===== src/rtl/scb_pkg.sv =====
package scb_pkg;
  localparam int unsigned SCB_BYTES = 8;
  localparam int unsigned SCB_DW    = 8;

  typedef enum logic [0:0] {
    CAP_IDLE = 1'b0,
    CAP_RUN  = 1'b1
  } cap_state_e;
endpackage


===== src/rtl/scb_ram.sv =====
module scb_ram #(
  parameter int unsigned DEPTH = 8,
  parameter int unsigned DW    = 8,
  localparam int unsigned AW   = $clog2(DEPTH)
) (
  input  logic          clk,
  input  logic          we,
  input  logic [AW-1:0] waddr,
  input  logic [DW-1:0] wdata,
  input  logic          re,
  input  logic [AW-1:0] raddr,
  output logic [DW-1:0] rdata
);
  logic [DW-1:0] mem [DEPTH];

  // simple dual-port, registered read: no reset on storage or output
  always_ff @(posedge clk) begin
    if (we) mem[waddr] <= wdata;
    if (re) rdata <= mem[raddr];
  end
endmodule


===== src/rtl/scb_capture.sv =====
module scb_capture
  import scb_pkg::*;
#(
  parameter int unsigned BYTES = 8,
  parameter int unsigned DW    = 8,
  localparam int unsigned AW   = $clog2(BYTES),
  localparam int unsigned CW   = $clog2(BYTES + 2)
) (
  input  logic          clk,
  input  logic          rst,
  input  logic          start,
  input  logic          hw_req,
  input  logic          vld,
  input  logic [DW-1:0] din,
  input  logic          eop,
  input  logic          eop_ok,
  output logic          cap_start,
  output logic          done_good,
  output logic          wr_en,
  output logic [AW-1:0] wr_addr,
  output logic [DW-1:0] wr_data
);
  cap_state_e     state;
  logic [CW-1:0]  cnt;
  logic [CW-1:0]  cnt_nxt;
  logic           take;
  logic           running;

  assign running   = (state == CAP_RUN) && !start;
  // count saturates one past the buffer size so an overlong packet is seen
  assign take      = running && vld && (cnt <= CW'(BYTES));
  assign cnt_nxt   = cnt + CW'(take);
  assign cap_start = start && !hw_req;
  assign done_good = running && eop && eop_ok && (cnt_nxt == CW'(BYTES));
  assign wr_en     = take && (cnt < CW'(BYTES));
  assign wr_addr   = cnt[AW-1:0];
  assign wr_data   = din;

  always_ff @(posedge clk) begin
    if (rst) begin
      state <= CAP_IDLE;
      cnt   <= '0;
    end else if (start) begin
      // a hardware-handled request also ends any capture in progress
      state <= hw_req ? CAP_IDLE : CAP_RUN;
      cnt   <= '0;
    end else if (state == CAP_RUN) begin
      cnt <= cnt_nxt;
      if (eop) state <= CAP_IDLE;
    end
  end
endmodule


===== src/rtl/scb_rdport.sv =====
module scb_rdport #(
  parameter int unsigned BYTES = 8,
  localparam int unsigned AW   = $clog2(BYTES)
) (
  input  logic          clk,
  input  logic          rst,
  input  logic          cap_start,
  input  logic          done_good,
  input  logic          fw_rd,
  output logic          rd_en,
  output logic [AW-1:0] ptr,
  output logic          invalid
);
  assign rd_en = fw_rd;

  always_ff @(posedge clk) begin
    if (rst) begin
      ptr     <= '0;
      invalid <= 1'b0;
    end else begin
      if (cap_start)                     ptr <= '0;
      else if (fw_rd && ptr == AW'(BYTES - 1)) ptr <= '0;
      else if (fw_rd)                    ptr <= ptr + 1'b1;

      if (cap_start && ptr != '0) invalid <= 1'b1;
      else if (done_good)         invalid <= 1'b0;
    end
  end
endmodule


===== src/rtl/setup_cmd_buf.sv =====
module setup_cmd_buf
  import scb_pkg::*;
#(
  parameter int unsigned BYTES = SCB_BYTES,
  parameter int unsigned DW    = SCB_DW
) (
  input  logic                     clk,
  input  logic                     rst,
  input  logic                     rx_setup_start,
  input  logic                     rx_hw_req,
  input  logic                     rx_byte_vld,
  input  logic [DW-1:0]            rx_byte,
  input  logic                     rx_eop,
  input  logic                     rx_eop_ok,
  input  logic                     fw_rd,
  input  logic                     fw_flag_clr,
  output logic [DW-1:0]            fw_rd_data,
  output logic [$clog2(BYTES)-1:0] rd_ptr,
  output logic                     rd_invalid,
  output logic                     setup_flag
);
  localparam int unsigned AW = $clog2(BYTES);

  logic          cap_start, done_good, wr_en, rd_en;
  logic [AW-1:0] wr_addr;
  logic [DW-1:0] wr_data;

  scb_capture #(.BYTES(BYTES), .DW(DW)) cap_i (
    .clk(clk), .rst(rst), .start(rx_setup_start), .hw_req(rx_hw_req),
    .vld(rx_byte_vld), .din(rx_byte), .eop(rx_eop), .eop_ok(rx_eop_ok),
    .cap_start(cap_start), .done_good(done_good),
    .wr_en(wr_en), .wr_addr(wr_addr), .wr_data(wr_data)
  );

  scb_rdport #(.BYTES(BYTES)) rdp_i (
    .clk(clk), .rst(rst), .cap_start(cap_start), .done_good(done_good),
    .fw_rd(fw_rd), .rd_en(rd_en), .ptr(rd_ptr), .invalid(rd_invalid)
  );

  scb_ram #(.DEPTH(BYTES), .DW(DW)) ram_i (
    .clk(clk), .we(wr_en), .waddr(wr_addr), .wdata(wr_data),
    .re(rd_en), .raddr(rd_ptr), .rdata(fw_rd_data)
  );

  // set has priority over the firmware clear
  always_ff @(posedge clk) begin
    if (rst)              setup_flag <= 1'b0;
    else if (done_good)   setup_flag <= 1'b1;
    else if (fw_flag_clr) setup_flag <= 1'b0;
  end
endmodule


===== config.mk =====
export PLATFORM = sky130hd
export DESIGN_NAME = setup_cmd_buf
export DESIGN_NICKNAME = d
export VERILOG_FILES = /design/src/rtl/scb_pkg.sv /design/src/rtl/scb_ram.sv /design/src/rtl/scb_capture.sv /design/src/rtl/scb_rdport.sv /design/src/rtl/setup_cmd_buf.sv
export SDC_FILE = /design/constraint.sdc
export NUM_CORES = 1
export LEC_CHECK = 0
export BUFFER_PORTS_ARGS = -buffer_cell sky130_fd_sc_hd__buf_2
export CORE_MARGIN = 5
export CORE_UTILIZATION = 59
export CTS_CLUSTER_SIZE = 20
export DETAILED_ROUTE_END_ITERATION = 8
export GPL_ROUTABILITY_DRIVEN = 0
export PLACE_DENSITY = 0.79
export SETUP_SLACK_MARGIN = 0.05
export SYNTH_ARGS = -nofsm -noshare
export SYNTH_HDL_FRONTEND = slang
export SYNTH_SLANG_ARGS = --single-unit

===== constraint.sdc =====
create_clock -name clk -period 3.9 [get_ports clk]
set_input_delay 0.195 -clock clk [delete_from_list [all_inputs] [get_ports clk]]
set_output_delay 0.195 -clock clk [all_outputs]
set_load 0.005 [all_outputs]

==> run_results.csv, run 1 <==
group,metric,value,unit
critical_path,r2r_start,"cap_i.state",
timing,setup_viol,0,
critical_path,start_kind,"flop",
floorplan,initial_core_util,60.6,%
synth,syn_nets,195,
routing,drc,0,
timing,min_period,2.43,ns
floorplan,die-area,0.00722,mm2
synth,synth_ff_type,"edfxtp_1",
global_route,overflow,0,
synth,netlist_area,0.00332,mm2
place,place_hpwl,3810,um
timing,tightest_slew,1.26,ns
floorplan,pin_count,30,
clock_network,cts_setup_buffers,0,
pwr,power.switching,0.000330,W
layout,antennaDiodeCount,0,
timing,rsz0062_at_grt,"no",
global_route,grt_pass1_wl,9200,um
pwr,p_comb_share,4.6,%
critical_path,cp_num_buf_inv,0,
timing,finalSetupTns,0,ns
layout,multi_input_area,881,um2
clock_network,clock_path_buffers,2,
synth,synth_top_family_by_area,"multiplexers",
global_route,grt_usage,17.6,%
layout,fillers,387,
synth,synth_xor_xnor_area_share,1.32,%
synth,synth_compound_area_share,1.32,%
clock_network,cts_hold_buf,0,
critical_path,worst_ep_arrival_time,2.38,ns
global_route,grt_pass1_vias,1784,
pwr,p_leak,1.27,nW
routing,initialDrtViolationCount,114,
global_route,antenna_found_initial,0,
routing,vias,1616,
timing,hold_viol_final,0,
critical_path,max_stage_delay,0.99,ns
critical_path,cpLargestDelayFamily,"simple AND/OR/NAND/NOR gates",
synth,yosysTopAreaCell,"edfxtp_1",
critical_path,slowest_stage,"nor3_1",
pwr,seqPwrFrac,60.2,%
critical_path,path_cells,"nor4bb_1 -> nand2_1 -> nor3_1",
layout,drive_gt1_share,28.1,%
critical_path,critPathRequiredTime,3.85,ns
global_route,grt_max_degree,21,
floorplan,die_w,85.0,um
status,status,"finished, final reports clean",
timing,relSlewSlack,15.1,%
clock_network,htreeDepth,3,
clock_network,cts_buffers,9,
synth,synth_top_area_share,65.2,%
timing,slew_viol_final,0,
pwr,powerDensity,442,mW/mm2
routing,postRouteAntennaNets,0,
routing,routed_wl,5880,um
run,drv_cap,0,
routing,avgViaCountPerCell,5.73,
synth,ys_async_sr_fraction,0,%
routing,wl_per_cell,20.9,um
synth,ys_seq_area_share,71.2,%
synth,netlist_instances,173,
floorplan,row_count,27,
layout,mostFrequentLayoutCells,"72 x edfxtp_1, 29 x buf_2, 11 x nor2_1, 10 x dfxtp_1, 9 x clkbuf_8",
synth,synth-edff-count,72,
critical_path,end_kind,"flop",
worst_hold_path,worstHoldStart,"rx_byte[1]",
timing,skew,0.00895,ns
timing,fmax,0.412,GHz
floorplan,coreArea,0.00547,mm2
clock_network,cts_tree,"built",
layout,final_common_cell,"edfxtp_1",
synth,yosysWarnings,0,
worst_hold_path,hp-class,"in2reg",
place,portBuffers,29,
timing,holdWs,0.115,ns
floorplan,dieHeight,85.0,um
routing,drt_pass1_iterations,4,
synth,ys_top_cells_by_area,"edfxtp_1 65%, mux4_1 6.3%, dfxtp_1 6.0%",
clock_network,cts-resized-gates,0,
synth,synth.distinct_cells,28,
pwr,irDropWorstVdd,0.000445,V
pwr,p_int,0.00129,W
layout,layout.nets,227,
critical_path,crit_path_start,"cap_i.state",
layout,final-seq-area,0.00236,mm2
layout,synthToLayoutAreaGrowth,10.8,%
synth,syn_area_per_cell,19.2,um2
clock_network,clk_latency,0.34,ns
clock_network,cts_sinks,82,
pwr,p_clk_share,35.2,%
clock_network,clk_pin_slew,0.08,ns
synth,ys_seq_elements,82,
critical_path,path_class,"reg2reg",
clock_network,root_buffer,"clkbuf_8",
pwr,switching_share,20.3,%
synth,synth_simple_gate_area_share,5.43,%
timing,finalCritPeriodShare,62.3,%
synth,synthMuxAreaShare,16.6,%
critical_path,path_max_fanout,8,
synth,synthAdderAreaFrac,1.89,%
-- final timing paths --
path                          end  cells past startpoint  slack [ns]
setup / recovery  ram_i.mem[1][1]                      3        1.47
hold / removal    ram_i.mem[7][1]                      1        0.11
setup reg to reg  ram_i.mem[1][1]                      3        1.47
hold reg to reg        setup_flag                      2        0.49
-- area by class of cell --
cell class / instances / area share, %
Sequential cell: 82 / 64.2
Timing Repair Buffer: 29 / 3.95
Clock buffer: 9 / 3.37
Clock inverter: 7 / 1.63
Inverter: 4 / 0.408
Tap cell: 72 / 2.45
Multi-Input combinational cell: 79 / 24.0
-- cells in the mapped netlist, types with 2 or more instances --
master,instances
mux2_4,8
ha_1,5
xor2_1,4
nand2b_1,5
edfxtp_1,72
mux4_1,8
nand2_1,5
mux2i_1,4
nand4_1,2
nor2b_1,2
nand3b_1,2
o21bai_1,2
mux4_2,8
inv_1,4
buf_2,5
a21oi_1,2
nor3_1,5
nor2_1,11
dfxtp_1,10
-- metrics by stage --
step	power (W)	setup WS (ns)	cell area (um2)	instances	util [%]
after global placement	0.00107	1.59	3490	266	63.8
after global routing	0.00168	1.21	3680	282	67.2
after detailed placement	0.00107	1.42	3490	266	63.8
after floorplan	0.00104	1.96	3320	173	-
final	0.00162	1.47	3680	282	67.2
after CTS	0.00164	1.42	3680	282	67.2
-- metal layers --
metal,global-route usage [%],routed length (um),vias up
met1,20.7,2340,820
met4,9.64,73,0
met5,0,0,-
met2,29.9,3220,38
li1,-,-,750
met3,4.27,249,8
-- flip-flops by register name, indices dropped and copies added, names as in the netlist --
register,flops
ram_i.mem,64
rdp_i.ptr,3
cap_i.cnt,4
cap_i.state,1
ram_i.rdata,8
rdp_i.invalid,1
setup_flag,1
-- power by group through the flow --
stage                     clock (W)  sequential, W  combinational [W]
after floorplan                   0       0.000987          0.0000568
after global placement            0       0.000997          0.0000703
after detailed placement          0       0.000998          0.0000756
after CTS                  0.000586       0.000978          0.0000761
after global routing       0.000618       0.000980          0.0000824
final                      0.000572       0.000977          0.0000755
-- cells by family after synthesis --
| logic type | count (synthesis) |
|---|---|
| multiplexers | 28 |
| flip-flops | 82 |
| XOR/XNOR | 5 |
| AO/OA/AOI/OAI | 6 |
| AND/OR/NAND/NOR | 35 |
| adder cells (fa/ha/maj) | 5 |
| buffers and inverters | 12 |
(Power assumes the default switching activity.)
==> inputs of run 2 (changes only) <==
- CORE_UTILIZATION: 59 -> 53
- PLACE_DENSITY: 0.79 -> 0.75
- clock period: 3.9 -> 2 ns (I/O delays scaled with it)
==> run_results.csv, run 2 (synthesis gave the netlist of run 1 again) <==
group,metric,value,unit
timing,setup_ws,0.109,ns
place,portBuffers,29,
run,drv_cap,0,
timing,tightest_slew,0.283,ns
critical_path,rrSetupSlack,0.11,ns
clock_network,cts_sinks,82,
timing,relSlewSlack,80.9,%
timing,finalSetupTns,0,ns
critical_path,worst_ep_arrival_time,2.13,ns
global_route,grt_pass1_vias,1737,
global_route,use_met1,22.7,%
floorplan,coreArea,0.00599,mm2
pwr,seqPwrFrac,59.3,%
layout,final_util,65.5,%
critical_path,path_class,"reg2reg",
layout,antennaDiodeCount,0,
critical_path,max_stage_delay,0.36,ns
pwr,p_clk_share,34.8,%
routing,drc,0,
routing,wl_per_cell,20.2,um
worst_hold_path,hp-class,"in2reg",
routing,routed_wl,6150,um
global_route,busiest_layer,"met2",
clock_network,htreeDepth,3,
global_route,grt.met3_usage,3.41,%
floorplan,row_count,28,
critical_path,crit_path_start,"cap_i.cnt[2]",
global_route,overflow,0,
critical_path,path_cells,"nor4b_4 -> nand3b_1 -> nand2_2 -> ha_4 -> ha_4 -> nor2_4 -> nand4_1 -> o311a_1",
layout,drive_gt1_share,38.4,%
global_route,grt_max_degree,21,
worst_hold_path,min_to,"ram_i.mem[1][7]",
layout,layout.nets,246,
worst_hold_path,hold_path_depth,1,
pwr,p_comb_share,5.9,%
critical_path,critPathRequiredTime,2.24,ns
global_route,antenna_found_initial,0,
layout,mostFrequentLayoutCells,"72 x edfxtp_1, 29 x buf_2, 16 x buf_4, 10 x nor2_1",
pwr,power.switching,0.000724,W
critical_path,slowest_stage,"dfxtp_4",
routing,vias,1727,
status,status,"finished, final reports clean",
timing,hold_viol_final,0,
layout,top_register,"ram_i.mem",
critical_path,start_kind,"flop",
layout,final_cell_area,0.00392,mm2
critical_path,reg2reg_depth,8,
timing,setup_viol,0,
layout,largest_reg_flops,64,
critical_path,reg2reg_to,"rdp_i.invalid",
pwr,irDropWorstVdd,0.000580,V
floorplan,pin_count,30,
place,place_hpwl,3940,um
global_route,use_met2,27.2,%
critical_path,path_max_fanout,2,
critical_path,r2r_start,"cap_i.cnt[2]",
routing,avgViaCountPerCell,5.68,
layout,synthToLayoutAreaGrowth,18.3,%
timing,slew_viol_final,0,
timing,finalCritPeriodShare,94.6,%
timing,holdWs,0.0235,ns
clock_network,clk_latency,0.34,ns
timing,fmax,0.529,GHz
floorplan,initial_core_util,55.4,%
layout,reg_top3,"ram_i.mem: 64 flops, ram_i.rdata: 8 flops, cap_i.cnt: 4 flops",
global_route,grt_pass1_wl,9490,um
pwr,p_int,0.00245,W
clock_network,cts_tree,"built",
routing,drt_pass1_iterations,4,
clock_network,root_buffer,"clkbuf_8",
pwr,powerDensity,808,mW/mm2
timing,min_period,1.89,ns
routing,postRouteAntennaNets,0,
global_route,grt_usage,17.2,%
clock_network,clk_pin_slew,0.09,ns
pwr,switching_share,22.8,%
layout,final_common_cell,"edfxtp_1",
place,pre_cts_ws,-0.0804,ns
timing,skew,0.00961,ns
routing,initialDrtViolationCount,150,
floorplan,die-area,0.00794,mm2
worst_hold_path,worstHoldStart,"rx_byte[7]",
critical_path,crit_path_frequent_cell,"ha_4",
floorplan,dieHeight,89.1,um
pwr,p_leak,1.37,nW
critical_path,end_kind,"flop",
clock_network,clock_path_buffers,2,
place,post_dp_cell_area,0.00362,mm2
clock_network,cts_buffers,9,
floorplan,die_w,89.1,um
## run 2: worst max-delay path: cells and delay by family, from the launching register on
family | cells | cell delay [ns]
compound gates | 1 | 0.31
fa+ha+maj | 2 | 0.36
flops | 1 | 0.36
simple gates | 5 | 0.77
## run 2: power groups by stage
stage / registers (W) / clock network, W / logic [W]
after floorplan: 0.00192 / 0 / 0.000111
after detailed placement: 0.00192 / 0 / 0.000181
after CTS: 0.00188 / 0.00113 / 0.000186
after global placement: 0.00192 / 0 / 0.000173
after global routing: 0.00188 / 0.00121 / 0.000205
final: 0.00188 / 0.00110 / 0.000188
## run 2: final cells by class
type	instances	area (um2)
fill	397	2070
multi-input combinational	79	957
tap	75	93.8
clock inverter	7	61.3
clock buffer	9	124
timing repair buffer	48	307
sequential	82	2370
inverter	4	15.0
## run 2: stage by stage
stage	cells	power, W
finish	304	0.00317
global route	304	0.00330
CTS	303	0.00319
detailed placement	284	0.00210
global placement	284	0.00209
floorplan	173	0.00204
## run 2: worst max path at each step
stage          depth (start not counted)            end  slack, ns
2_1_floorplan                          9  rdp_i.invalid       0.06
3_3_place_gp                           8  rdp_i.invalid       0.12
3_5_place_dp                           8  rdp_i.invalid      -0.08
4_1_cts                                8  rdp_i.invalid       0.05
5_1_grt                                8  rdp_i.invalid      -0.02
6_report                               8  rdp_i.invalid       0.11
## run 2: routing by layer
metal,part of all wire (%),routed length (um)
met5,0,0
met2,51,3110
met4,2.3,139
met1,42,2600
met3,4.8,297
## run 2: what timing repair did
item	4_1_cts	5_1_grt
endpoints found under the setup margin	2	2
resized for setup	3	12
hold buffers	1	0
hold endpoints to repair	8	0
pin swaps	3	6
buffers inserted	2	1
==> inputs of run 3 (changes only) <==
- CORE_UTILIZATION: 53 -> 58
- PLACE_DENSITY: 0.75 -> 0.78
- clock period: 2 -> 1.76 ns (I/O delays scaled with it)
==> run_results.csv, run 3 (synthesis gave the netlist of run 1 again) <==
group,metric,value,unit
critical_path,crit_path_frequent_cell,"ha_4",
layout,reg_top3,"ram_i.mem: 64 flops, ram_i.rdata: 8 flops, cap_i.cnt: 4 flops",
critical_path,path_cells,"nor4b_4 -> nand3b_1 -> nand2_2 -> ha_4 -> ha_4 -> nor2_4 -> nand4_1 -> o311a_1",
layout,fillers,361,
clock_network,cts_setup_buffers,0,
global_route,grt_max_degree,21,
routing,initialDrtViolationCount,152,
pwr,irDropWorstVdd,0.000648,V
floorplan,initial_core_util,59.9,%
critical_path,slowest_stage,"dfxtp_2",
clock_network,clk_pin_slew,0.09,ns
layout,layout.nets,254,
layout,largest_reg_flops,64,
run,drv_cap,0,
routing,routed_wl,6220,um
layout,final-seq-area,0.00236,mm2
floorplan,row_count,27,
timing,finalCritPeriodShare,103,%
timing,relSlewSlack,77.0,%
status,violations,"setup timing",
layout,drive_gt1_share,40.5,%
routing,vias,1759,
global_route,grt_usage,18.3,%
routing,postRouteAntennaNets,0,
floorplan,coreArea,0.00554,mm2
routing,avgViaCountPerCell,5.69,
timing,setup_viol,1,
layout,antennaDiodeCount,0,
floorplan,pin_count,30,
layout,layoutNonFillerInstCount,309,
place,placed_cells,290,
critical_path,path_max_fanout,2,
clock_network,cts_tree,"built",
status,status,"complete, but fails checks",
floorplan,die-area,0.00733,mm2
place,place_hpwl,4140,um
place,pre_cts_ws,-0.160,ns
global_route,antenna_found_initial,0,
layout,final_common_cell,"edfxtp_1",
layout,mostFrequentLayoutCells,"72 x edfxtp_1, 29 x buf_2, 23 x buf_4, 10 x nor2_1, 9 x clkbuf_8",
layout,top_register,"ram_i.mem",
routing,wl_per_cell,20.1,um
timing,tightest_slew,0.346,ns
timing,fmax,0.553,GHz
timing,skew,0.00980,ns
floorplan,dieHeight,85.6,um
routing,drc,0,
clock_network,clock_path_buffers,2,
critical_path,max_stage_delay,0.34,ns
routing,drt_pass1_iterations,4,
layout,final_cell_area,0.00401,mm2
pwr,powerDensity,918,mW/mm2
timing,slew_viol_final,0,
pwr,p_leak,1.43,nW
layout,multi_input_area,963,um2
clock_network,root_buffer,"clkbuf_8",
clock_network,cts_sinks,82,
critical_path,start_kind,"flop",
global_route,overflow,0,
place,post_dp_cell_area,0.00371,mm2
pwr,p_total,0.00368,W
layout,synthToLayoutAreaGrowth,20.9,%
place,portBuffers,29,
global_route,grt_pass1_vias,1894,
timing,hold_viol_final,0,
timing,setup_ws,-0.0485,ns
clock_network,cts_buffers,9,
critical_path,path_class,"reg2reg",
timing,min_period,1.81,ns
critical_path,critPathRequiredTime,1.99,ns
global_route,grt_pass1_wl,9740,um
critical_path,worst_ep_arrival_time,2.04,ns
clock_network,clk_latency,0.35,ns
timing,rsz0062_at_grt,"yes",
critical_path,end_kind,"flop",
worst_hold_path,hp-class,"in2reg",
floorplan,die_w,85.6,um
clock_network,htreeDepth,3,
-- run 3: per-stage QoR --
step	hold WS (ns)	setup TNS [ns]	utilization, %
floorplan	0.167	-0.0590	-
global placement	0.346	-0.00489	67.1
detailed placement	0.364	-0.199	67.1
CTS	0.00137	-0.130	71.5
global route	0.00349	-0.272	72.4
finish	0.00396	-0.0485	72.4
-- run 3: worst paths after layout --
check,to,cells after the start,startpoint,slack [ns]
worst max-delay path,rdp_i.invalid,8,cap_i.cnt[1],-0.05
worst min-delay path,ram_i.mem[7][1],1,rx_byte[1],0.004
worst max register to register,rdp_i.invalid,8,cap_i.cnt[1],-0.05
worst min register to register,setup_flag,2,setup_flag,0.50
-- run 3: timing repair --
| item | CTS | global route |
|---|---|---|
| setup endpoints to repair | 2 | 5 |
| endpoints found under the hold margin | 16 | 0 |
| hold buffers | 2 | 0 |
| gates resized for setup | 6 | 4 |
| pin swaps | 8 | 3 |
| cloned | 0 | 1 |
-- run 3: power by group --
group | switching, W | total, W | internal (W)
registers | 0.00000823 | 0.00214 | 0.00213
clock network | 0.000658 | 0.00132 | 0.000658
logic | 0.000101 | 0.000226 | 0.000125
-- run 3: critical path, delay by kind of cell (launching register included) --
kind,cells,cell delay [ns]
and+or+nand+nor,5,0.70
AOI/OAI and AO/OA,1,0.30
adders and majority gates,2,0.36
DFF,1,0.34
-- run 3: final cells by class --
class,count,share of cell area [%]
repair buffers,56,9.54
well taps,72,2.25
clock buffers,10,3.18
inverters,4,0.374
flip-flops and latches,82,59.0
multi-input cells,79,24.0
clock inverters,6,1.68
-- run 3: routing by layer --
layer	share of wire, %	global-route usage, %
met5	0	0
met1	40	21.3
met2	52	32.2
met3	5.7	4.03
met4	1.8	8.78
